`config.mk`:
```
export PLATFORM = sky130hd
export DESIGN_NAME = tail_lamp_seq
export DESIGN_NICKNAME = d
export VERILOG_FILES = /design/src/rtl/tlc_pkg.sv /design/src/rtl/tlc_mode_select.sv /design/src/rtl/tlc_step_reg.sv /design/src/rtl/tlc_lamp_decode.sv /design/src/rtl/tail_lamp_seq.sv
export SDC_FILE = /design/constraint.sdc
export NUM_CORES = 1
export LEC_CHECK = 0
export ABC_AREA = 1
export BUFFER_PORTS_ARGS = -buffer_cell sky130_fd_sc_hd__buf_2
export CORE_AREA = 10 10 47 49
export CTS_CLUSTER_DIAMETER = 150
export DETAILED_ROUTE_END_ITERATION = 10
export DIE_AREA = 0 0 57 59
export HOLD_SLACK_MARGIN = 0.02
export PLACE_DENSITY = 0.58
export SLEW_MARGIN = 5
export SYNTH_ARGS = -nofsm -noshare
export SYNTH_HDL_FRONTEND = slang
export SYNTH_HIERARCHICAL = 1
export SYNTH_SLANG_ARGS = --single-unit
```
`constraint.sdc`:
```
create_clock -name clk -period 1.8 [get_ports clk]
set_input_delay 0.36 -clock clk [delete_from_list [all_inputs] [get_ports clk]]
set_output_delay 0.36 -clock clk [all_outputs]
set_load 0.01 [all_outputs]
```
`src/rtl/tlc_pkg.sv`:
```
// Shared types for the tail lamp controller.
// Assumes: a two-bit mode code is enough for idle plus three sequence kinds.
package tlc_pkg;
    typedef enum logic [1:0] {
        MODE_IDLE   = 2'd0,
        MODE_HAZARD = 2'd1,
        MODE_LEFT   = 2'd2,
        MODE_RIGHT  = 2'd3
    } seq_mode_e;
endpackage

```
`src/rtl/tlc_mode_select.sv`:
```
// Picks the mode and step that are in force during the current cycle.
// A running mode continues while its own request is high. Otherwise the
// requests are arbitrated (hazard, then left, then right) and a winner starts
// at step zero in the same cycle. Assumes the requests are synchronous to clk.
module tlc_mode_select
    import tlc_pkg::*;
#(
    parameter int STEP_W = 2
) (
    input  logic              rst_n,
    input  logic              req_left,
    input  logic              req_right,
    input  logic              req_hazard,
    input  seq_mode_e         mode_q,
    input  logic [STEP_W-1:0] step_q,
    output seq_mode_e         eff_mode,
    output logic [STEP_W-1:0] eff_step
);
    logic own_req_high;

    // Purpose: tell whether the request that started the running mode is still high.
    always_comb begin
        case (mode_q)
            MODE_HAZARD: own_req_high = req_hazard;
            MODE_LEFT:   own_req_high = req_left;
            MODE_RIGHT:  own_req_high = req_right;
            default:     own_req_high = 1'b0;
        endcase
    end

    // Purpose: continue the running mode, or arbitrate a new one that starts at step zero.
    always_comb begin
        eff_mode = MODE_IDLE;
        eff_step = '0;
        if (!rst_n) begin
            eff_mode = MODE_IDLE;
        end else if (own_req_high) begin
            eff_mode = mode_q;
            eff_step = step_q;
        end else if (req_hazard) begin
            eff_mode = MODE_HAZARD;
        end else if (req_left) begin
            eff_mode = MODE_LEFT;
        end else if (req_right) begin
            eff_mode = MODE_RIGHT;
        end
    end
endmodule

```
`src/rtl/tlc_step_reg.sv`:
```
// Holds the mode and the step for the next cycle. An active step wraps after
// NUM_STEPS values. Assumes eff_step < NUM_STEPS.
module tlc_step_reg
    import tlc_pkg::*;
#(
    parameter int NUM_STEPS = 4,
    parameter int STEP_W    = 2
) (
    input  logic              clk,
    input  logic              rst_n,
    input  seq_mode_e         eff_mode,
    input  logic [STEP_W-1:0] eff_step,
    output seq_mode_e         mode_q,
    output logic [STEP_W-1:0] step_q
);
    localparam logic [STEP_W-1:0] LAST_STEP = STEP_W'(NUM_STEPS - 1);

    // Purpose: advance the step of the mode in force, or fall back to idle.
    always_ff @(posedge clk) begin
        if (!rst_n || eff_mode == MODE_IDLE) begin
            mode_q <= MODE_IDLE;
            step_q <= '0;
        end else begin
            mode_q <= eff_mode;
            step_q <= (eff_step == LAST_STEP) ? '0 : eff_step + 1'b1;
        end
    end
endmodule

```
`src/rtl/tlc_lamp_decode.sv`:
```
// Turns the mode and step in force into lamp vectors. Step k < NUM_LAMPS lights
// lamps 0..k on each enabled side; the step after that is dark.
// Assumes lamp index 0 is the inner lamp.
module tlc_lamp_decode
    import tlc_pkg::*;
#(
    parameter int NUM_LAMPS = 3,
    parameter int STEP_W    = 2
) (
    input  seq_mode_e             eff_mode,
    input  logic [STEP_W-1:0]     eff_step,
    output logic [NUM_LAMPS-1:0]  lamp_left,
    output logic [NUM_LAMPS-1:0]  lamp_right
);
    logic left_on;
    logic right_on;

    // Purpose: enable each side from the mode in force.
    always_comb begin
        left_on  = (eff_mode == MODE_LEFT)  || (eff_mode == MODE_HAZARD);
        right_on = (eff_mode == MODE_RIGHT) || (eff_mode == MODE_HAZARD);
    end

    for (genvar i = 0; i < NUM_LAMPS; i++) begin : g_lamp
        logic lit;
        // Purpose: lamp i glows from step i up to the last lit step.
        always_comb begin
            lit = (32'(eff_step) >= i) && (32'(eff_step) < NUM_LAMPS);
        end
        assign lamp_left[i]  = left_on && lit;
        assign lamp_right[i] = right_on && lit;
    end
endmodule

```
`src/rtl/tail_lamp_seq.sv`:
```
// Top of the turn-signal tail lamp sequencer. It holds one shared step counter
// for both sides, so a hazard sequence keeps the sides in step. The lamps are
// combinational from the registered state and the live requests: a start and a
// stop take effect in the cycle the request changes.
// Assumes one step per clock cycle and requests synchronous to clk.
module tail_lamp_seq
    import tlc_pkg::*;
#(
    parameter int NUM_LAMPS = 3
) (
    input  logic                 clk,
    input  logic                 rst_n,
    input  logic                 req_left,
    input  logic                 req_right,
    input  logic                 req_hazard,
    output logic [NUM_LAMPS-1:0] lamp_left,
    output logic [NUM_LAMPS-1:0] lamp_right
);
    localparam int NUM_STEPS = NUM_LAMPS + 1;
    localparam int STEP_W    = $clog2(NUM_STEPS);
    localparam logic [NUM_LAMPS-1:0] ALL_ON = '1;

    seq_mode_e         mode_q;
    seq_mode_e         eff_mode;
    logic [STEP_W-1:0] step_q;
    logic [STEP_W-1:0] eff_step;

    tlc_mode_select #(.STEP_W(STEP_W)) u_select (
        .rst_n(rst_n), .req_left(req_left), .req_right(req_right),
        .req_hazard(req_hazard), .mode_q(mode_q), .step_q(step_q),
        .eff_mode(eff_mode), .eff_step(eff_step)
    );

    tlc_step_reg #(.NUM_STEPS(NUM_STEPS), .STEP_W(STEP_W)) u_step (
        .clk(clk), .rst_n(rst_n), .eff_mode(eff_mode), .eff_step(eff_step),
        .mode_q(mode_q), .step_q(step_q)
    );

    tlc_lamp_decode #(.NUM_LAMPS(NUM_LAMPS), .STEP_W(STEP_W)) u_decode (
        .eff_mode(eff_mode), .eff_step(eff_step),
        .lamp_left(lamp_left), .lamp_right(lamp_right)
    );

    // reset blanks every lamp.
    assert_reset_dark_R1: assert property (@(posedge clk)
        !rst_n |-> (lamp_left == '0 && lamp_right == '0));

    // a held left sequence grows by one lamp per cycle.
    assert_left_grows_R2: assert property (@(posedge clk) disable iff (!rst_n)
        (mode_q == MODE_LEFT && req_left && $past(lamp_left) != '0 && $past(lamp_left) != ALL_ON)
        |-> lamp_left == NUM_LAMPS'(($past(lamp_left) << 1) | 1'b1));

    // a held left sequence leaves the right side dark.
    assert_left_only_R3: assert property (@(posedge clk) disable iff (!rst_n)
        (mode_q == MODE_LEFT && req_left) |-> lamp_right == '0);

    // a held hazard sequence keeps both sides identical.
    assert_hazard_lockstep_R5: assert property (@(posedge clk) disable iff (!rst_n)
        (mode_q == MODE_HAZARD && req_hazard) |-> lamp_left == lamp_right);

    // hazard seen while idle lights the inner lamps at once.
    assert_idle_start_R7: assert property (@(posedge clk) disable iff (!rst_n)
        (mode_q == MODE_IDLE && req_hazard)
        |-> (lamp_left == NUM_LAMPS'(1) && lamp_right == NUM_LAMPS'(1)));

    // with every request low, all lamps are dark.
    assert_release_dark_R8: assert property (@(posedge clk) disable iff (!rst_n)
        (!req_left && !req_right && !req_hazard) |-> (lamp_left == '0 && lamp_right == '0));
endmodule

```
==> impl_metrics.yaml, run 1 <==
detailed_routing:
  drt-pass1-iter-count: 3
  drtIter0Drc: 1
  num_vias: 387
  drc: 0
  wl_per_cell_um: 10.6
  wirelength_um: 967
  antenna_left: 0
  routed_via_density: 4.25
sta:
  hold_violations: 0
  setup_violations: 6
  tightest_slew_ns: 0.259
  fin_crit_sh_pct: 105
  fmax_mhz: 527
  fin_ws_ns: -0.0986
  min_period_ns: 1.90
  whs_ns: 0.443
  finalMaxSlewViolations: 0
  tns_ns: -0.506
  max_slew_margin_pct: 82.7
  fin_skew_ns: 0.00149
  rsz0062_at_grt: "true"
power:
  finalPower_uw: 299
  power_leakage_nw: 0.275
  ir_drop_mv: 0.344
  p_per_area_nw_per_um2: 447
worst_setup_path:
  crit_start: "u_step/mode_q[0]$_SDFF_PP0_"
  worst_setup_path_start_kind: "flop"
  worstPathArrival_ns: 1.54
  worst_path_largest_cell_delay_ns: 0.36
  r2r-start: "u_step/mode_q[0]$_SDFF_PP0_"
  crit_chain: "inv_4 -> nand2_4 -> nand3_4 -> nand2_4 -> a21oi_4 -> ha_4 -> nor2_2 -> buf_2"
  required_ns: 1.44
  critPathSlowestCell: "dfxtp_4"
  critPathKind: "reg -> out"
  crit_fanout: 5
  crit_path_end_kind: "primary output"
  cp_common_cell: "nand2_4"
logic_synthesis:
  avgSynthCellArea_um2: 6.43
  synth_area_leaders: "dfxtp_1, ha_1, nor2_1, inv_1, nand3_2"
  yosysTopAreaCell: "dfxtp_1"
  synth.top_cell.area_share_pct: 22.2
  yosys.cell_types.count: 11
  yosysWarnings: 6
  syn_nets: 66
  synth_cells: 56
  synth_enable_flop_cells: 0
  yosysMostFrequentCell: "nor2_1"
  synthFlopType: "dfxtp_1"
  ys_seq_area_share_pct: 22.2
  syn_area_um2: 360
  ys_ff_latch: 4
  synthArstFlopShare_pct: 0
  synth_common_cells: "nor2_1, inv_1, nand2_1, ha_1, dfxtp_1"
final_layout:
  multiInputGateArea_um2: 387
  regArea_um2: 87.6
  nNetsFinal: 87
  final_area_um2: 669
  area_growth_pct: 85.8
  antenna_cells: 0
  fill_cells: 148
  layout-drive-gt1-share_pct: 65.3
clock_network:
  htreeDepth: 1
  clk_path_buf_depth: 2
  cts_num_sinks: 4
  cts_buffers: 3
  clk_pin_slew_ns: 0.04
  cts_hold_buf: 0
  cts_tree: "yes"
  root_buffer: "clkbuf_4"
  insertion_delay_ns: 0.23
placed_design:
  gp_congestion: 0.721
  portBuffers: 10
  placed_area_um2: 460
  dp_slack_ns: -0.0428
  hpwl_um: 630
die:
  die_area_um2: 3360
  die_x_um: 57
  start_util_pct: 25.7
  fp-row-count: 14
  core_um2: 1400
  ios: 11
  fp.dieH_um: 59
outcome:
  violations: "setup timing"
  outcome: "finished, violations left"
global_route:
  grt_max_degree: 6
  first_global_vias: 388
  grt.overflow.total: 0
  track_usage_pct: 5.05
  antenna_found_initial: 0
  grt_pass1_wl_mm: 1.42
worst_hold_path:
  worstHoldPathType: "in -> reg"
  hold_start: "rst_n"
job:
  drv_cap: 0
power breakdown:
| group | internal, mW | switching (mW) | leakage [nW] | total (mW) |
|---|---|---|---|---|
| Combinational | 0.0447 | 0.0535 | 0.227 | 0.0982 |
| Clock | 0.0743 | 0.0317 | 0.0138 | 0.106 |
| Sequential | 0.0909 | 0.00391 | 0.0341 | 0.0948 |
| Total | 0.210 | 0.0891 | 0.275 | 0.299 |
metal layers:
metal / GRT usage [%] / routed length (um)
met3: 4.08 / 64
met5: 0 / 0
met4: 0 / 0
met2: 7.91 / 466
met1: 5.56 / 436
flip-flops by register name, indices dropped and copies added (netlist names):
register,cells
u_step/step_q,2
u_step/mode_q,2
cells in the final DEF (no fill, tap or decap):
| cell type | n |
|---|---|
| a21oi_1 | 1 |
| a21oi_2 | 1 |
| a21oi_4 | 1 |
| buf_2 | 9 |
| buf_4 | 6 |
| buf_6 | 1 |
| clkbuf_4 | 3 |
| dfxtp_1 | 2 |
| dfxtp_4 | 2 |
| ha_1 | 1 |
| ha_4 | 4 |
| inv_1 | 11 |
| inv_2 | 1 |
| inv_4 | 1 |
| nand2_1 | 1 |
| nand2_2 | 5 |
| nand2_4 | 3 |
| nand3_1 | 1 |
| nand3_2 | 2 |
| nand3_4 | 3 |
| nor2_1 | 9 |
| nor2_2 | 3 |
| nor2_4 | 4 |
kinds of logic (layout without fill, tap and decap cells):
group                      Yosys count  count (layout)  share of synthesized area, %
adders and majority gates            5               5                          17.4
DFF                                  4               4                          22.2
AOI/OAI and AO/OA                    3               3                          6.25
buffers and inverters               13              32                          13.5
and+or+nand+nor                     31              31                          40.6
worst max-delay path, delay by kind of cell (launching register included):
kind	cells	cell delay, ns
flip-flops	1	0.36
AND/OR/NAND/NOR	4	0.27
buffers and inverters	2	0.20
AO/OA/AOI/OAI	1	0.22
adder cells (fa/ha/maj)	1	0.26
timing repair:
action / CTS / global route
pin swaps: 7 / 13
gates resized for setup: 15 / 24
gates cloned: 0 / 0
setup buffers: 1 / 1
setup endpoints to repair: 6 / 6
through the flow:
step | std cells | utilization (%)
2_1_floorplan | 56 | -
3_3_place_gp | 86 | 32.9
3_5_place_dp | 86 | 32.9
4_1_cts | 90 | 40.0
5_1_grt | 91 | 47.8
6_report | 91 | 47.8
cell type report:
| cell class | count | area share, % |
|---|---|---|
| multi-input combinational | 39 | 57.8 |
| sequential | 4 | 13.1 |
| clock buffer | 3 | 3.36 |
| tap | 16 | 2.99 |
| inverter | 13 | 7.66 |
| timing repair buffer | 16 | 15.1 |
path summary, 6_finish.rpt:
| check | to | slack, ns | cells past startpoint |
|---|---|---|---|
| setup / recovery | lamp_left[1] | -0.1 | 8 |
| hold / removal | u_step/step_q[0]$_SDFF_PP0_ | 0.44 | 3 |
| setup reg to reg | u_step/mode_q[0]$_SDFF_PP0_ | 0.38 | 11 |
| hold reg to reg | u_step/step_q[0]$_SDFF_PP0_ | 0.68 | 4 |
No activity file was read; power rests on OpenSTA's default activity.
==> run 2: changes to the inputs <==
--- a/config.mk
+++ b/config.mk
@@ -5,14 +5,13 @@
 export SDC_FILE = /design/constraint.sdc
 export NUM_CORES = 1
 export LEC_CHECK = 0
-export ABC_AREA = 1
 export BUFFER_PORTS_ARGS = -buffer_cell sky130_fd_sc_hd__buf_2
 export CORE_AREA = 10 10 47 49
 export CTS_CLUSTER_DIAMETER = 150
 export DETAILED_ROUTE_END_ITERATION = 10
 export DIE_AREA = 0 0 57 59
 export HOLD_SLACK_MARGIN = 0.02
-export PLACE_DENSITY = 0.58
+export PLACE_DENSITY = 0.55
 export SLEW_MARGIN = 5
 export SYNTH_ARGS = -nofsm -noshare
 export SYNTH_HDL_FRONTEND = slang
==> run 2 against run 1 <==
  * Wire length up 1.4%
  * Clock power about the same
  * Critical endpoint is now lamp_right[0]
  * The run still ends with setup timing left
  * Hold slack better by 0.0054 ns
==> impl_metrics.yaml, run 2 <==
worst_setup_path:
  crit_start: "u_step/mode_q[1]$_SDFF_PP0_"
  crit_chain: "mux2i_4 -> o22ai_4 -> buf_6 -> ha_4 -> o21ba_1 -> buf_2"
  crit_path_end_kind: "primary output"
  crit_fanout: 4
  r2r-end: "u_step/step_q[0]$_SDFF_PP0_"
  critPathKind: "reg -> out"
  r2r-start: "u_step/mode_q[1]$_SDFF_PP0_"
  critPathSlowestCell: "dfxtp_4"
  worst_setup_path_start_kind: "flop"
  r2r_setup_slack_ns: 0.17
  worst_path_largest_cell_delay_ns: 0.37
  rr_worst_depth: 6
  required_ns: 1.44
  worstPathArrival_ns: 1.61
power:
  clkPwrFrac_pct: 37.3
  comb_power_share_pct: 29.0
  ir_drop_mv: 0.316
  p_seq_share_pct: 33.7
  p_int_uw: 212
  p_per_area_nw_per_um2: 457
  power_leakage_nw: 0.285
  power.switching_uw: 75.5
  switching_share_pct: 26.3
clock_network:
  htreeDepth: 1
  insertion_delay_ns: 0.23
  clk_pin_slew_ns: 0.03
  cts_buffers: 3
  cts_tree: "yes"
  cts_num_sinks: 4
  clk_path_buf_depth: 2
  cts_hold_buf: 0
  root_buffer: "clkbuf_4"
detailed_routing:
  antenna_left: 0
  wirelength_um: 981
  drtIter0Drc: 1
  routed_via_density: 4.94
  num_vias: 395
  drt-pass1-iter-count: 2
  drc: 0
  wl_per_cell_um: 12.3
placed_design:
  placed_area_um2: 464
  hpwl_um: 697
  portBuffers: 10
  gp_congestion: 0.790
logic_synthesis:
  syn_area_um2: 334
  avgSynthCellArea_um2: 8.79
  yosysWarnings: 6
  yosys.cell_types.count: 19
  synth.top_cell.area_share_pct: 24.0
  synthArstFlopShare_pct: 0
  synth_common_cells: "ha_1, dfxtp_1, inv_1, nor2_1, mux2i_1"
  ys_ff_latch: 4
  syn_nets: 48
  synth_enable_flop_cells: 0
  yosysTopAreaCell: "dfxtp_1"
  yosysMostFrequentCell: "ha_1"
  ys_seq_area_share_pct: 24.0
  synthFlopType: "dfxtp_1"
  synth_cells: 38
  synth_area_leaders: "dfxtp_1, ha_1, mux2i_1, o21ba_1, nand4b_1"
global_route:
  grt_max_degree: 8
  grt.overflow.total: 0
  grt_pass1_wl_mm: 1.64
  antenna_found_initial: 0
  first_global_vias: 403
  track_usage_pct: 6.09
outcome:
  violations: "setup timing"
  outcome: "finished, violations left"
sta:
  min_period_ns: 1.97
  fin_ws_ns: -0.170
  setup_violations: 6
  fmax_mhz: 508
  rsz0062_at_grt: "true"
  max_slew_margin_pct: 81.9
  hold_violations: 0
  tightest_slew_ns: 0.267
  finalMaxSlewViolations: 0
  fin_skew_ns: 0.000306
  fin_crit_sh_pct: 109
die:
  die_x_um: 57
  ios: 11
  start_util_pct: 23.8
  die_area_um2: 3360
  core_um2: 1400
  fp-row-count: 14
  fp.dieH_um: 59
final_layout:
  fill_cells: 147
  area_growth_pct: 88.0
  top_regs: "u_step/mode_q (2), u_step/step_q (2)"
  antenna_cells: 0
  final_area_um2: 628
  layout-drive-gt1-share_pct: 64.1
  final_util_pct: 44.8
  most-common-layout-cells: "buf_2, buf_4, nor2_1"
  nNetsFinal: 76
worst_hold_path:
  hold_start: "rst_n"
  hold_path_depth: 2
  min_to: "u_step/mode_q[1]$_SDFF_PP0_"
  worstHoldPathType: "in -> reg"
job:
  drv_cap: 0
## run 2: cell types whose count changed in the layout (fill, tap and decap cells not counted), sizes merged, moves of 3 or more
cell / change
buf: +7
inv: -9
mux2i: +3
nand2: -8
nand3: -4
nor2: -12
## run 2: worst max path at each step
stage	endpoint	slack, ns	depth (start not counted)
after floorplan	lamp_right[1]	0.05	5
after global placement	lamp_left[2]	-0.15	7
after detailed placement	lamp_left[2]	-0.23	7
after CTS	lamp_right[0]	-0.18	6
after global routing	lamp_left[0]	-0.25	7
final	lamp_right[0]	-0.17	6
## run 2: cell type report
type                       count  area (um2)  share of cell area (%)
inverter                       4        15.0                    2.39
timing repair buffer          23         159                    25.3
multi-input combinational     30         327                    52.0
tap                           16        20.0                    3.19
clock buffer                   3        22.5                    3.59
sequential                     4        85.1                    13.5
## run 2: what timing repair did
action,4_1_cts,5_1_grt
resized for setup,17,3
pin swaps,7,1
setup buffers,5,0
setup endpoints to repair,6,6
## run 2: cells by family (layout without fill, tap and decap cells)
| family | Yosys count | in the layout | share of synthesized area [%] |
|---|---|---|---|
| DFF | 4 | 4 | 24.0 |
| buffers and inverters | 4 | 30 | 4.49 |
| muxes | 3 | 3 | 8.99 |
| and+or+nand+nor | 14 | 14 | 26.2 |
| adders and majority gates | 5 | 5 | 18.7 |
| AOI/OAI and AO/OA | 8 | 8 | 17.6 |
## run 2: power by group through the flow
stage	clock network (mW)	logic [mW]	registers (mW)
detailed placement	0	0.0601	0.0980
finish	0.107	0.0833	0.0967
global route	0.121	0.0900	0.0970
global placement	0	0.0587	0.0980
floorplan	0	0.0287	0.0977
CTS	0.112	0.0812	0.0967
## run 2: layer usage
layer  track usage (%)  routed length, um  part of all wire [%]
met5                 0                  0                     0
met4              4.03                 19                   1.9
met3              2.15                 32                   3.3
met2              11.5                541                    55
met1              5.33                388                    40
## run 2: through the flow
step / total power, mW / cells / TNS (ns) / setup WS (ns) / hold slack, ns
floorplan: 0.126 / 38 / 0 / 0.0506 / 0.487
global placement: 0.157 / 72 / -0.752 / -0.145 / 0.678
detailed placement: 0.158 / 72 / -1.25 / -0.226 / 0.684
CTS: 0.290 / 80 / -0.833 / -0.185 / 0.443
global route: 0.308 / 80 / -1.39 / -0.246 / 0.454
finish: 0.287 / 80 / -0.835 / -0.170 / 0.448
## run 2: critical path: cells and delay by family, from the launching register on
kind / cells / cell delay [ns]
buffers and inverters: 2 / 0.26
multiplexers: 1 / 0.28
AO/OA/AOI/OAI: 2 / 0.33
adder cells (fa/ha/maj): 1 / 0.15
flip-flops: 1 / 0.37
==> run 3: changes to the inputs <==
--- a/config.mk
+++ b/config.mk
@@ -10,8 +10,10 @@
 export CTS_CLUSTER_DIAMETER = 150
 export DETAILED_ROUTE_END_ITERATION = 10
 export DIE_AREA = 0 0 57 59
+export GPL_TIMING_DRIVEN = 0
 export HOLD_SLACK_MARGIN = 0.02
 export PLACE_DENSITY = 0.55
+export SKIP_CTS_REPAIR_TIMING = 1
 export SLEW_MARGIN = 5
 export SYNTH_ARGS = -nofsm -noshare
 export SYNTH_HDL_FRONTEND = slang
==> run 3 against run 2 <==
  * The flow still finishes with violations (setup timing)
  * Wire length fell by 10%
  * Die area is the same
  * Maximum frequency decreased by 0.11%
  * Sequential share of layout area rose by 2.5 points
  * Sequential power rose by 1%
  * Hold slack barely moved
  * Non-clock buffer count fell by 11
  * First-iteration DRC count increased to 4.0 times the previous value
  * Clock power is essentially flat
  * Clock-buffer cell count unchanged
  * Global-route usage fell by 1.0 points
  * Highest routed layer is now met3
==> impl_metrics.yaml, run 3 (synthesis gave the netlist of run 2 again) <==
detailed_routing:
  routed_via_density: 4.91
  drc: 0
  wl_per_cell_um: 12.8
  wirelength_um: 880
  antenna_left: 0
  num_vias: 339
  drtIter0Drc: 4
  drt-pass1-iter-count: 2
clock_network:
  cts_num_sinks: 4
  clk_pin_slew_ns: 0.03
  cts_buffers: 3
  insertion_delay_ns: 0.23
  root_buffer: "clkbuf_4"
  clk_path_buf_depth: 2
  htreeDepth: 1
  cts_tree: "yes"
die:
  die_area_um2: 3360
  start_util_pct: 23.8
  core_um2: 1400
  fp.dieH_um: 59
  ios: 11
  die_x_um: 57
  fp-row-count: 14
final_layout:
  fill_cells: 152
  multiInputGateArea_um2: 320
  nNetsFinal: 65
  layout-drive-gt1-share_pct: 52.8
  area_growth_pct: 58.8
  layout_commonest_cell: "buf_2"
  antenna_cells: 0
  top_regs: "u_step/mode_q (2), u_step/step_q (2)"
  most-common-layout-cells: "buf_2, clkbuf_4, nor2_1"
  regArea_um2: 85.1
sta:
  tns_ns: -0.786
  tightest_slew_ns: 0.285
  min_period_ns: 1.97
  rsz0062_at_grt: "true"
  max_slew_margin_pct: 81.0
  fin_ws_ns: -0.172
  fin_skew_ns: 0.000770
  setup_violations: 6
  fin_crit_sh_pct: 110
  hold_violations: 0
  fmax_mhz: 507
  finalMaxSlewViolations: 0
  whs_ns: 0.448
worst_setup_path:
  r2r-start: "u_step/mode_q[1]$_SDFF_PP0_"
  required_ns: 1.44
  r2r_setup_slack_ns: 0.26
  worstPathArrival_ns: 1.61
  crit_fanout: 6
  critPathKind: "reg -> out"
  rr_worst_depth: 5
  crit_path_end_kind: "primary output"
  r2r-end: "u_step/step_q[1]$_SDFF_PP0_"
  worst_setup_path_start_kind: "flop"
worst_hold_path:
  hold_start: "rst_n"
  min_to: "u_step/mode_q[0]$_SDFF_PP0_"
  worstHoldPathType: "in -> reg"
  hold_path_depth: 2
global_route:
  grt_max_degree: 11
  grt_pass1_wl_mm: 1.32
  track_usage_pct: 5.04
  grt.overflow.total: 0
  first_global_vias: 312
  antenna_found_initial: 0
placed_design:
  gp_congestion: 0.761
  portBuffers: 10
  dp_slack_ns: -0.366
  hpwl_um: 664
power:
  power_leakage_nw: 0.228
  ir_drop_mv: 0.372
  p_per_area_nw_per_um2: 507
outcome:
  outcome: "finished, violations left"
  violations: "setup timing"
job:
  drv_cap: 0
## run 3: cell count changes in the layout (fill, tap and decap cells not counted), sizes merged
cell    change
buf        -12
clkbuf      +1
## run 3: layout make-up
type,count,area share [%]
Timing Repair Buffer,12,12.7
Tap cell,16,3.77
Inverter,4,2.83
Multi-Input combinational cell,30,60.4
Sequential cell,4,16.0
Clock buffer,3,4.25
## run 3: where the power goes
group / switching, mW / total, mW / internal, mW
clock network: 0.0313 / 0.105 / 0.0742
registers: 0.00503 / 0.0978 / 0.0928
logic: 0.0348 / 0.0659 / 0.0311
total: 0.0711 / 0.269 / 0.198
## run 3: worst max-delay path by stage
| stage | startpoint | to | slack [ns] | cells past startpoint |
|---|---|---|---|---|
| after floorplan | u_step/mode_q[1]$_SDFF_PP0_ | lamp_right[1] | 0.05 | 5 |
| after global placement | rst_n | lamp_left[2] | -0.34 | 7 |
| after detailed placement | rst_n | lamp_left[2] | -0.37 | 7 |
| after CTS | u_step/mode_q[1]$_SDFF_PP0_ | lamp_right[1] | -0.42 | 6 |
| after global routing | u_step/mode_q[0]$_SDFF_PP0_ | lamp_right[1] | -0.26 | 5 |
| final | u_step/mode_q[0]$_SDFF_PP0_ | lamp_right[1] | -0.17 | 5 |
## run 3: routing by layer
metal | GRT usage [%] | routed length, um | vias up
li1 | - | - | 170
met1 | 5.31 | 393 | 164
met2 | 7.60 | 457 | 5
met3 | 2.36 | 29 | 0
met4 | 4.03 | 0 | 0
met5 | 0 | 0 | -
## run 3: critical path, stage by stage, from the launching register on
cell,delay [ns]
dfxtp_2,0.34
nand4b_1,0.23
o22ai_4,0.26
ha_4,0.24
o21ba_1,0.20
buf_2,0.12
## run 3: stage by stage
stage / power (mW) / util (%) / std cells / instance area [um2]
2_1_floorplan: 0.126 / - / 38 / 334
3_5_place_dp: 0.147 / 28.8 / 64 / 404
5_1_grt: 0.286 / 37.9 / 69 / 531
6_report: 0.269 / 37.9 / 69 / 531
3_3_place_gp: 0.146 / 28.8 / 64 / 404
4_1_cts: 0.259 / 30.4 / 67 / 427
